===== src/rtl/i2c_bt_pkg.sv =====
package i2c_bt_pkg;

    localparam int CNT_W   = 13;
    localparam int FLT_W   = 5;
    localparam int FLT_MAX = 16;
    localparam int SCNT_W  = 8;

    typedef struct packed {
        logic [3:0] div;
        logic [3:0] spare;
        logic [3:0] su;
        logic [3:0] hd;
        logic [7:0] hi;
        logic [7:0] lo;
    } tword_t;

    typedef enum logic [2:0] {
        PH_IDLE, PH_FALL, PH_LOW, PH_RISE, PH_HIGH
    } phase_t;

    typedef enum logic [1:0] {
        DS_HOLD, DS_SETUP, DS_DONE
    } dsub_t;

    function automatic logic [CNT_W-1:0] scaled(input logic [7:0] f, input logic [3:0] div);
        logic [CNT_W-1:0] a;
        logic [CNT_W-1:0] b;
        a = CNT_W'(f) + CNT_W'(1);
        b = CNT_W'(div) + CNT_W'(1);
        return a * b;
    endfunction

    function automatic logic [CNT_W-1:0] hold_span(input logic [3:0] hd, input logic [3:0] div);
        logic [CNT_W-1:0] b;
        b = CNT_W'(div) + CNT_W'(1);
        return CNT_W'(hd) * b + CNT_W'(1);
    endfunction

    function automatic logic [FLT_W-1:0] flt_clamp(input logic [FLT_W-1:0] len);
        return (len > FLT_W'(FLT_MAX)) ? FLT_W'(FLT_MAX) : len;
    endfunction

endpackage


===== src/rtl/i2c_bt_glitch.sv =====
module i2c_bt_glitch
    import i2c_bt_pkg::*;
#(
    parameter int SYNC_STAGES = 2,
    parameter int LEN_W       = FLT_W
) (
    input  logic             clk,
    input  logic             rst,
    input  logic             line_in,
    input  logic [LEN_W-1:0] len,
    output logic             level_out
);
    logic [SYNC_STAGES-1:0] sync_q;
    logic [LEN_W-1:0]       run_q;
    logic                   raw;

    assign raw = sync_q[SYNC_STAGES-1];

    always_ff @(posedge clk) begin
        if (rst) begin
            sync_q    <= '1;
            run_q     <= '0;
            level_out <= 1'b1;
        end else begin
            sync_q <= {sync_q[SYNC_STAGES-2:0], line_in};
            if (len == '0) begin
                level_out <= raw;
                run_q     <= '0;
            end else if (raw == level_out) begin
                run_q <= '0;
            end else if (run_q == len - LEN_W'(1)) begin
                level_out <= raw;
                run_q     <= '0;
            end else begin
                run_q <= run_q + LEN_W'(1);
            end
        end
    end


    flt_follow_chk: assert property (@(posedge clk) disable iff (rst)
        !$stable(level_out) |-> level_out == $past(raw));

endmodule


===== src/rtl/i2c_bt_cfg.sv =====
module i2c_bt_cfg
    import i2c_bt_pkg::*;
#(
    parameter int CW = CNT_W,
    parameter int FW = FLT_W,
    parameter int SW = SCNT_W
) (
    input  logic          clk,
    input  logic          rst,
    input  logic          enable,
    input  logic [31:0]   timing_word,
    input  logic [FW-1:0] filt_len,
    output logic [CW-1:0] low_clks,
    output logic [CW-1:0] high_clks,
    output logic [CW-1:0] hold_clks,
    output logic [CW-1:0] setup_clks,
    output logic [FW-1:0] flt_len,
    output logic [SW-1:0] settle_lim
);
    logic [31:0]   word_q;
    logic [FW-1:0] len_q;
    tword_t        tw;

    always_ff @(posedge clk) begin
        if (rst) begin
            word_q <= '0;
            len_q  <= '0;
        end else if (!enable) begin
            word_q <= timing_word;
            len_q  <= flt_clamp(filt_len);
        end
    end

    assign tw         = tword_t'(word_q);
    assign low_clks   = scaled(tw.lo, tw.div);
    assign high_clks  = scaled(tw.hi, tw.div);
    assign setup_clks = scaled({4'b0, tw.su}, tw.div);
    assign hold_clks  = hold_span(tw.hd, tw.div);
    assign flt_len    = len_q;
    assign settle_lim = SW'((len_q == '0) ? FW'(1) : len_q) + SW'(2);


    cfg_frozen_chk: assert property (@(posedge clk) disable iff (rst)
        (enable && $past(enable)) |-> ($stable(word_q) && $stable(len_q)));

endmodule


===== src/rtl/i2c_bit_timer.sv =====
module i2c_bit_timer
    import i2c_bt_pkg::*;
#(
    parameter int CW          = CNT_W,
    parameter int FW          = FLT_W,
    parameter int SW          = SCNT_W,
    parameter int SYNC_STAGES = 2
) (
    input  logic          clk,
    input  logic          rst,
    input  logic          enable,
    input  logic [31:0]   timing_word,
    input  logic [FW-1:0] filt_len,
    input  logic          bit_go,
    input  logic          tx_bit,
    input  logic          scl_in,
    input  logic          sda_in,
    output logic          scl_drive_low,
    output logic          sda_drive_low,
    output logic          rx_sample,
    output logic          rx_bit,
    output logic          bit_done,
    output logic          stretch_seen
);
    localparam int NLINES = 2;

    logic [CW-1:0] low_clks, high_clks, hold_clks, setup_clks;
    logic [FW-1:0] flt_len;
    logic [SW-1:0] settle_lim;

    i2c_bt_cfg #(.CW(CW), .FW(FW), .SW(SW)) u_cfg (
        .clk, .rst, .enable, .timing_word, .filt_len,
        .low_clks, .high_clks, .hold_clks, .setup_clks,
        .flt_len, .settle_lim
    );

    logic [NLINES-1:0] line_raw, line_f;
    assign line_raw = {sda_in, scl_in};

    for (genvar i = 0; i < NLINES; i++) begin : g_flt
        i2c_bt_glitch #(.SYNC_STAGES(SYNC_STAGES), .LEN_W(FW)) u_flt (
            .clk, .rst,
            .line_in   (line_raw[i]),
            .len       (flt_len),
            .level_out (line_f[i])
        );
    end

    logic scl_f, sda_f;
    assign scl_f = line_f[0];
    assign sda_f = line_f[1];

    phase_t        phase;
    dsub_t         dsub;
    logic [CW-1:0] cnt_a, cnt_b;
    logic [SW-1:0] sync_cnt;
    logic          hold_low, tx_q, setup_ok;

    assign setup_ok = (dsub == DS_DONE) || (dsub == DS_SETUP && cnt_b == '0);

    always_ff @(posedge clk) begin
        if (rst || !enable) begin
            phase         <= PH_IDLE;
            dsub          <= DS_HOLD;
            cnt_a         <= '0;
            cnt_b         <= '0;
            sync_cnt      <= '0;
            hold_low      <= 1'b0;
            tx_q          <= 1'b1;
            sda_drive_low <= 1'b0;
            rx_sample     <= 1'b0;
            rx_bit        <= 1'b1;
            bit_done      <= 1'b0;
        end else begin
            rx_sample <= 1'b0;
            bit_done  <= 1'b0;
            case (phase)
                PH_IDLE: if (bit_go) begin
                    tx_q  <= tx_bit;
                    phase <= PH_FALL;
                end
                PH_FALL: if (!scl_f) begin
                    phase <= PH_LOW;
                    cnt_a <= low_clks - CW'(1);
                    cnt_b <= hold_clks - CW'(1);
                    dsub  <= DS_HOLD;
                end
                PH_LOW: begin
                    if (cnt_a != '0) cnt_a <= cnt_a - CW'(1);
                    case (dsub)
                        DS_HOLD: if (cnt_b == '0) begin
                            sda_drive_low <= ~tx_q;
                            cnt_b         <= setup_clks - CW'(1);
                            dsub          <= DS_SETUP;
                        end else cnt_b <= cnt_b - CW'(1);
                        DS_SETUP: if (cnt_b == '0) dsub <= DS_DONE;
                                  else cnt_b <= cnt_b - CW'(1);
                        default: ;
                    endcase
                    if (cnt_a == '0 && setup_ok) begin
                        phase    <= PH_RISE;
                        sync_cnt <= '0;
                    end
                end
                PH_RISE: if (scl_f) begin
                    phase     <= PH_HIGH;
                    cnt_a     <= high_clks - CW'(1);
                    rx_sample <= 1'b1;
                    rx_bit    <= sda_f;
                end else if (sync_cnt != '1) begin
                    sync_cnt <= sync_cnt + SW'(1);
                end
                PH_HIGH: if (cnt_a == '0) begin
                    phase    <= PH_IDLE;
                    hold_low <= 1'b1;
                    bit_done <= 1'b1;
                end else cnt_a <= cnt_a - CW'(1);
                default: phase <= PH_IDLE;
            endcase
        end
    end

    assign scl_drive_low = (phase == PH_FALL) || (phase == PH_LOW) ||
                           (phase == PH_IDLE && hold_low);
    assign stretch_seen  = (phase == PH_RISE) && (sync_cnt > settle_lim);


    sda_in_low_chk: assert property (@(posedge clk) disable iff (rst)
        (enable && $past(enable) && !$stable(sda_drive_low)) |-> scl_drive_low);

    sample_released_chk: assert property (@(posedge clk) disable iff (rst)
        rx_sample |-> !scl_drive_low);

    sample_single_chk: assert property (@(posedge clk) disable iff (rst)
        rx_sample |=> !rx_sample);

    done_drives_chk: assert property (@(posedge clk) disable iff (rst)
        bit_done |-> scl_drive_low);

    stretch_released_chk: assert property (@(posedge clk) disable iff (rst)
        stretch_seen |-> (!scl_drive_low && !rx_sample));

    disabled_idle_chk: assert property (@(posedge clk) disable iff (rst)
        !$past(enable) |-> (!scl_drive_low && !sda_drive_low && !bit_done && !rx_sample));

endmodule


===== config.mk =====
export PLATFORM = sky130hd
export DESIGN_NAME = i2c_bit_timer
export DESIGN_NICKNAME = d
export VERILOG_FILES = /design/src/rtl/i2c_bt_pkg.sv /design/src/rtl/i2c_bt_glitch.sv /design/src/rtl/i2c_bt_cfg.sv /design/src/rtl/i2c_bit_timer.sv
export SDC_FILE = /design/constraint.sdc
export NUM_CORES = 1
export LEC_CHECK = 0
export ABC_AREA = 1
export BUFFER_PORTS_ARGS = -buffer_cell sky130_fd_sc_hd__buf_2
export CAP_MARGIN = 10
export CELL_PAD_IN_SITES_DETAIL_PLACEMENT = 1
export CELL_PAD_IN_SITES_GLOBAL_PLACEMENT = 2
export CORE_MARGIN = 10
export CORE_UTILIZATION = 36
export DETAILED_ROUTE_END_ITERATION = 12
export PLACE_DENSITY_LB_ADDON = 0.15
export SYNTH_ARGS = -nofsm -noshare
export SYNTH_HDL_FRONTEND = slang
export SYNTH_HIERARCHICAL = 1
export SYNTH_SLANG_ARGS = --single-unit

===== constraint.sdc =====
create_clock -name clk -period 5.5 [get_ports clk]
set_clock_uncertainty 0.05 [all_clocks]
set_input_delay 1.1 -clock clk [delete_from_list [all_inputs] [get_ports clk]]
set_output_delay 1.1 -clock clk [all_outputs]
set_load 0.1 [all_outputs]

==> results of run 1 <==
## registers in the layout, summed over array words and instances, names as in the netlist
register	flops
cnt_b	13
rx_sample	1
bit_done	1
dsub	2
sync_cnt	8
g_flt.u_flt/run_q	10
g_flt.u_flt/level_out	2
g_flt.u_flt/sync_q	4
cnt_a	13
u_cfg/flt_len	5
tx_q	1
phase	3
sda_drive_low	1
hold_low	1
rx_bit	1
u_cfg/tw	28
## layer usage
layer	vias to the layer above	GRT usage, %
met1	4907	20.5
met3	19	1.63
met4	0	3.55
met5	-	0
li1	5190	-
met2	43	32.1
## where the power goes
group          switching, mW  total, mW  internal [mW]
clock                  0.310      0.680          0.370
combinational          0.709       1.06          0.351
sequential            0.0456      0.765          0.720
## cells in the final DEF (no fill, tap or decap), types with 3 or more instances in the layout
cell type / Yosys / final
clkbuf_16: 0 / 9
nand3b_1: 3 / 3
o211ai_1: 3 / 3
nand4_1: 28 / 28
nor2_4: 6 / 6
nor2_1: 250 / 248
inv_2: 6 / 6
nor2_2: 13 / 15
xor2_1: 46 / 45
ha_1: 98 / 98
a21oi_1: 84 / 83
buf_2: 11 / 45
nand3_4: 5 / 5
nand3_2: 8 / 8
o21ai_0: 73 / 73
or2_2: 9 / 9
inv_1: 280 / 280
conb_1: 1 / 7
nand2_2: 7 / 7
fa_1: 55 / 55
nor3_1: 16 / 16
a31oi_1: 4 / 4
nand3_1: 91 / 91
o21ai_1: 5 / 5
a21o_1: 7 / 7
buf_4: 12 / 13
nand2_1: 356 / 356
o21ai_2: 4 / 4
xnor2_1: 23 / 23
o21bai_1: 7 / 7
dfxtp_1: 94 / 93
## layout make-up
| type | count | area (um2) | share of cell area, % |
|---|---|---|---|
| multi-input cells | 1228 | 7580 | 65.0 |
| repair buffers | 58 | 323 | 2.77 |
| well taps | 390 | 488 | 4.18 |
| inverters | 287 | 1080 | 9.24 |
| clock inverters | 5 | 63.8 | 0.547 |
| flip-flops and latches | 94 | 1880 | 16.1 |
| clock buffers | 11 | 243 | 2.08 |
## path summary, 6_finish.rpt
kind | cells past startpoint | end | from | slack, ns
max | 26 | cnt_a[12] | u_cfg/tw[8] | 0.43
max reg2reg | 26 | cnt_a[12] | u_cfg/tw[8] | 0.43
min reg2reg | 1 | g_flt[0].u_flt/sync_q[1] | g_flt[0].u_flt/sync_q[0] | 0.37
min | 1 | g_flt[0].u_flt/sync_q[1] | g_flt[0].u_flt/sync_q[0] | 0.37
## cells by family after synthesis
family | after synthesis | share of synthesized area, %
xor+xnor | 70 | 5.78
simple gates | 800 | 32.5
buf+inv | 331 | 12.3
compound gates | 198 | 10.3
other cells | 1 | 0.0349
fa+ha+maj | 153 | 21.7
flops | 94 | 17.5
## worst max-delay path, cell delays in order (launching register included)
cell     delay, ns
dfxtp_2       0.43
ha_1          0.22
nand3_1       0.18
xor2_2        0.20
inv_1         0.13
nor2_1        0.08
fa_1          0.55
inv_1         0.06
fa_1          0.50
fa_1          0.54
inv_1         0.04
ha_1          0.35
a21o_1        0.22
nor2_1        0.14
nand2_1       0.07
nand2_1       0.05
nand2_1       0.05
nand2_1       0.10
nand2_1       0.08
nor2_2        0.22
nand2_1       0.11
nor2_1        0.22
nand3_1       0.12
nand2_1       0.07
nand3_1       0.07
nand2_1       0.08
inv_1         0.04
## what timing repair did
item,4_1_cts,5_1_grt
setup endpoints to repair,0,6
resized for setup,0,5
hold buffers,0,0
==> out/qor.csv, run 1 <==
stage;metric;value;unit
cts;cts_root_buf;clkbuf_16;
cts;cts_inserted_buffers;9;
cts;cts_tree;built;
synthesis;ys_seq_elements;94;
route;drc;0;
sta;drv_slew;0;
finish;synthToLayoutAreaGrowth;8.55;%
sta;finalSetupTns;0;ns
run;maxCapViolCount;0;
critical_path;critPathRequiredTime;5.71;ns
sta;worst_pin_slew;0.817;ns
sta;fmax;197;MHz
finish;fin_nets;1875;
grt;grt_use_total;17.1;%
floorplanning;core;29600;um2
finish;final_layout_size_suffix_gt1_share;8.62;%
route;routedWlPerCell;14.5;um
pwr;p_total;2.51;mW
route;vias_per_cell;4.90;
synthesis;seq_area_frac_synth;17.5;%
pwr;total_leakage_power;6.14;nW
floorplanning;dieHeight;193;um
finish;finish.instance_area;11700;um2
cts;post_cts_buffers;0;
synthesis;ys_types;48;
synthesis;synthMostInstantiatedCell;nand2_1;
sta;hold_viol_final;0;
grt;first_global_vias;11000;
synthesis;synthFlopType;dfxtp_1;
min_path;hp-class;flop to flop;
route;drtIter0Drc;318;
grt;grt_max_degree;52;
route;detail-route-antenna-nets;0;
placement;io_buffers;45;
placement;place_ws;0.141;ns
status;status;finished, final reports clean;
floorplanning;io_pins;50;
synthesis;syn_avg_cell_area;6.52;um2
synthesis;netlist_top_cells_area;dfxtp_1 18%, nand2_1 12%, ha_1 11%;
pwr;powerDensity;215;nW/um2
sta;rsz0062_at_grt;false;
synthesis;synth_area;10700;um2
grt;overflow;0;
sta;fin_worst_hold_slack;0.368;ns
pwr;vdd_drop_max;0.000110;V
sta;finalCriticalPeriod;5.07;ns
finish;final_cells;2073;
cts;clock-sinks;94;
placement;dp_hpwl;24800;um
synthesis;ys_async_sr_fraction;0;%
finish;n_antenna_cell;0;
cts;clock_path_buffers;2;
route;routed_wl;30100;um
finish;fillers;3930;
synthesis;yosys_warnings;6;
grt;grt_pass1_wl;52400;um
sta;slew_headroom;45.5;%
route;wl_met1;14100;um
cts;clock_latency;0.36;ns
synthesis;synthDominantCellAreaShare;17.5;%
floorplanning;fp.dieArea;37200;um2
critical_path;critPathMaxFanout;8;
sta;period_share;92.2;%
synthesis;netlist_instances;1647;
sta;finalSetupViolCount;0;
cts;htreeDepth;3;
floorplanning;rows;63;
critical_path;cp-start-kind;flop;
placement;place_inst;2057;
critical_path;cp.arrival;5.29;ns
placement;gp_congestion;0.827;
route;routed-wl-met2;15400;um
placement;dpl-instance-area;11300;um2
route;vias;10200;
synthesis;synth_edf_count;0;
synthesis;synth_top_cell_by_area;dfxtp_1;
grt;antenna_found_initial;0;
sta;fin_ws;0.429;ns
cts;clkTransAtPathRegs;0.07;ns
floorplanning;start_util;36.3;%
route;met3_length;322;um
route;first_pass_iters;5;
critical_path;crit_path_end_kind;flop;
route;top_layer;met4;
floorplanning;die_width;193;um
synthesis;synthTopCellsByCount;356 x nand2_1, 280 x inv_1, 250 x nor2_1, 98 x ha_1, 94 x dfxtp_1;
finish;final_core_util;39.5;%
critical_path;crit_type;flop to flop;
No activity file was read; power rests on OpenSTA's default activity.
==> run 2, diff against run 1 <==
CELL_PAD_IN_SITES_DETAIL_PLACEMENT = unset   (was 1)
CELL_PAD_IN_SITES_GLOBAL_PLACEMENT = unset   (was 2)
CORE_UTILIZATION = 55   (was 36)
==> run 2 against run 1 <==
  * Wire length decreased by 16%
  * Sequential share of layout area increased by 0.30 points
  * Clock power decreased by 5.6%
  * Maximum frequency decreased by 0.23%
  * Via count decreased by 1.9%
  * Power decreased by 3.2%
  * Critical path depth increased by 1
  * Die area decreased by 31%
  * Global-route usage increased by 3.2 points
  * Final cell count decreased by 6.2%
  * Critical endpoint unchanged
==> out/qor.csv, run 2 (same netlist as run 1, synthesis figures left out) <==
stage;metric;value;unit
status;status;finished, final reports clean;
critical_path;rr_worst_depth;27;
critical_path;cp_top_family;adder cells;
finish;final_layout_size_suffix_gt1_share;8.16;%
finish;n_antenna_cell;0;
critical_path;cp.arrival;5.29;ns
sta;drv_slew;0;
grt;overflow;0;
cts;cts_tree;built;
route;drtIter0Drc;601;
sta;slew_headroom;42.1;%
critical_path;critPathMaxFanout;8;
run;maxCapViolCount;0;
route;detail-route-antenna-nets;0;
grt;met2_usage;36.3;%
sta;rsz0062_at_grt;false;
cts;cts_inserted_buffers;9;
cts;hold_buffers;0;
min_path;min_from;g_flt[1].u_flt/sync_q[0];
cts;clock_latency;0.36;ns
floorplanning;start_util;55.6;%
floorplanning;die_width;160;um
critical_path;crit_path_end_kind;flop;
critical_path;cpMostUsedCell;nand2_1;
grt;antenna_found_initial;0;
min_path;hp-class;flop to flop;
route;drc;0;
finish;final_common_cell;nand2_1;
critical_path;crit_type;flop to flop;
finish;largest_register_ffs;28;
placement;dp_hpwl;19800;um
floorplanning;core;19300;um2
cts;htreeDepth;3;
cts;clock-sinks;94;
floorplanning;rows;51;
critical_path;cp-start-kind;flop;
min_path;whs_path_depth;1;
finish;synthToLayoutAreaGrowth;6.49;%
cts;cts_resized;0;
floorplanning;io_pins;50;
critical_path;r2r_start;u_cfg/tw[8];
cts;clock_path_buffers;2;
route;vias_per_cell;5.12;
cts;post_cts_buffers;0;
floorplanning;fp.dieArea;25500;um2
pwr;powerDensity;212;nW/um2
critical_path;critPathRequiredTime;5.71;ns
sta;hold_viol_final;0;
finish;final_cell_mix;356 x nand2_1, 280 x inv_1, 250 x nor2_1, 98 x ha_1, 94 x dfxtp_1;
pwr;p_total;2.42;mW
sta;finalSetupViolCount;0;
placement;io_buffers;45;
grt;grt.busiest_layer;met2;
sta;fmax;197;MHz
pwr;vdd_drop_max;0.000155;V
grt;grt_use_total;20.3;%
grt;first_global_vias;9820;
grt;met3_usage;2.52;%
grt;met1_usage;25.2;%
floorplanning;dieHeight;160;um
sta;worst_pin_slew;0.867;ns
critical_path;r2r_end;cnt_a[12];
grt;grt_pass1_wl;44500;um
route;first_pass_iters;5;
sta;finalCriticalPeriod;5.08;ns
cts;clkTransAtPathRegs;0.07;ns
critical_path;slowest_delay;0.55;ns
grt;grt_max_degree;52;
finish;fin_nets;1871;
cts;cts_root_buf;clkbuf_16;
sta;finalSetupTns;0;ns
route;routedWlPerCell;13.0;um
route;routed_wl;25200;um
route;vias;9962;
critical_path;reg2reg_slack;0.42;ns
pwr;total_leakage_power;6.11;nW
min_path;holdPathEnd;g_flt[1].u_flt/sync_q[1];
critical_path;path_buf_inv;4;
critical_path;slowest_stage;fa_1;
sta;period_share;92.4;%
placement;gp_congestion;0.906;
finish;fillers;1950;
-- run 2: area by class of cell --
class | count | area [um2] | share of cell area, %
flip-flops and latches | 94 | 1880 | 16.4
multi-input cells | 1228 | 7570 | 66.2
repair buffers | 54 | 293 | 2.56
clock buffers | 9 | 225 | 1.97
well taps | 265 | 332 | 2.90
inverters | 287 | 1080 | 9.42
clock inverters | 7 | 63.8 | 0.558
-- run 2: how the worst max path moves through the flow --
stage | startpoint | endpoint | slack [ns] | cells after the start
floorplan | u_cfg/tw[29] | cnt_b[8] | 0.94 | 22
detailed placement | u_cfg/tw[8] | cnt_a[12] | 0.49 | 27
global route | u_cfg/tw[30] | cnt_b[11] | 0.007 | 24
CTS | u_cfg/tw[8] | cnt_a[12] | 0.45 | 27
finish | u_cfg/tw[8] | cnt_a[12] | 0.42 | 27
global placement | u_cfg/tw[8] | cnt_a[12] | 0.53 | 27
-- run 2: metal layers --
layer,up-vias,wire length [um]
li1,5193,-
met1,4578,11700
met2,166,12200
met3,25,901
met4,0,385
met5,-,0
-- run 2: stage by stage --
stage | instances | worst slack [ns] | hold slack, ns | instance area, um2 | util, %
finish | 1944 | 0.418 | 0.361 | 11400 | 59.2
global placement | 1928 | 0.528 | 0.344 | 11200 | 57.7
global route | 1944 | 0.00654 | 0.393 | 11400 | 59.2
floorplan | 1653 | 0.937 | 0.339 | 10800 | -
CTS | 1944 | 0.449 | 0.365 | 11400 | 59.2
detailed placement | 1928 | 0.485 | 0.346 | 11200 | 57.7
-- run 2: report_power, final --
group	total [mW]	leakage (nW)	switching, mW	internal, mW
Clock	0.642	0.142	0.324	0.319
Sequential	0.764	0.769	0.0446	0.720
Combinational	1.02	5.20	0.673	0.345
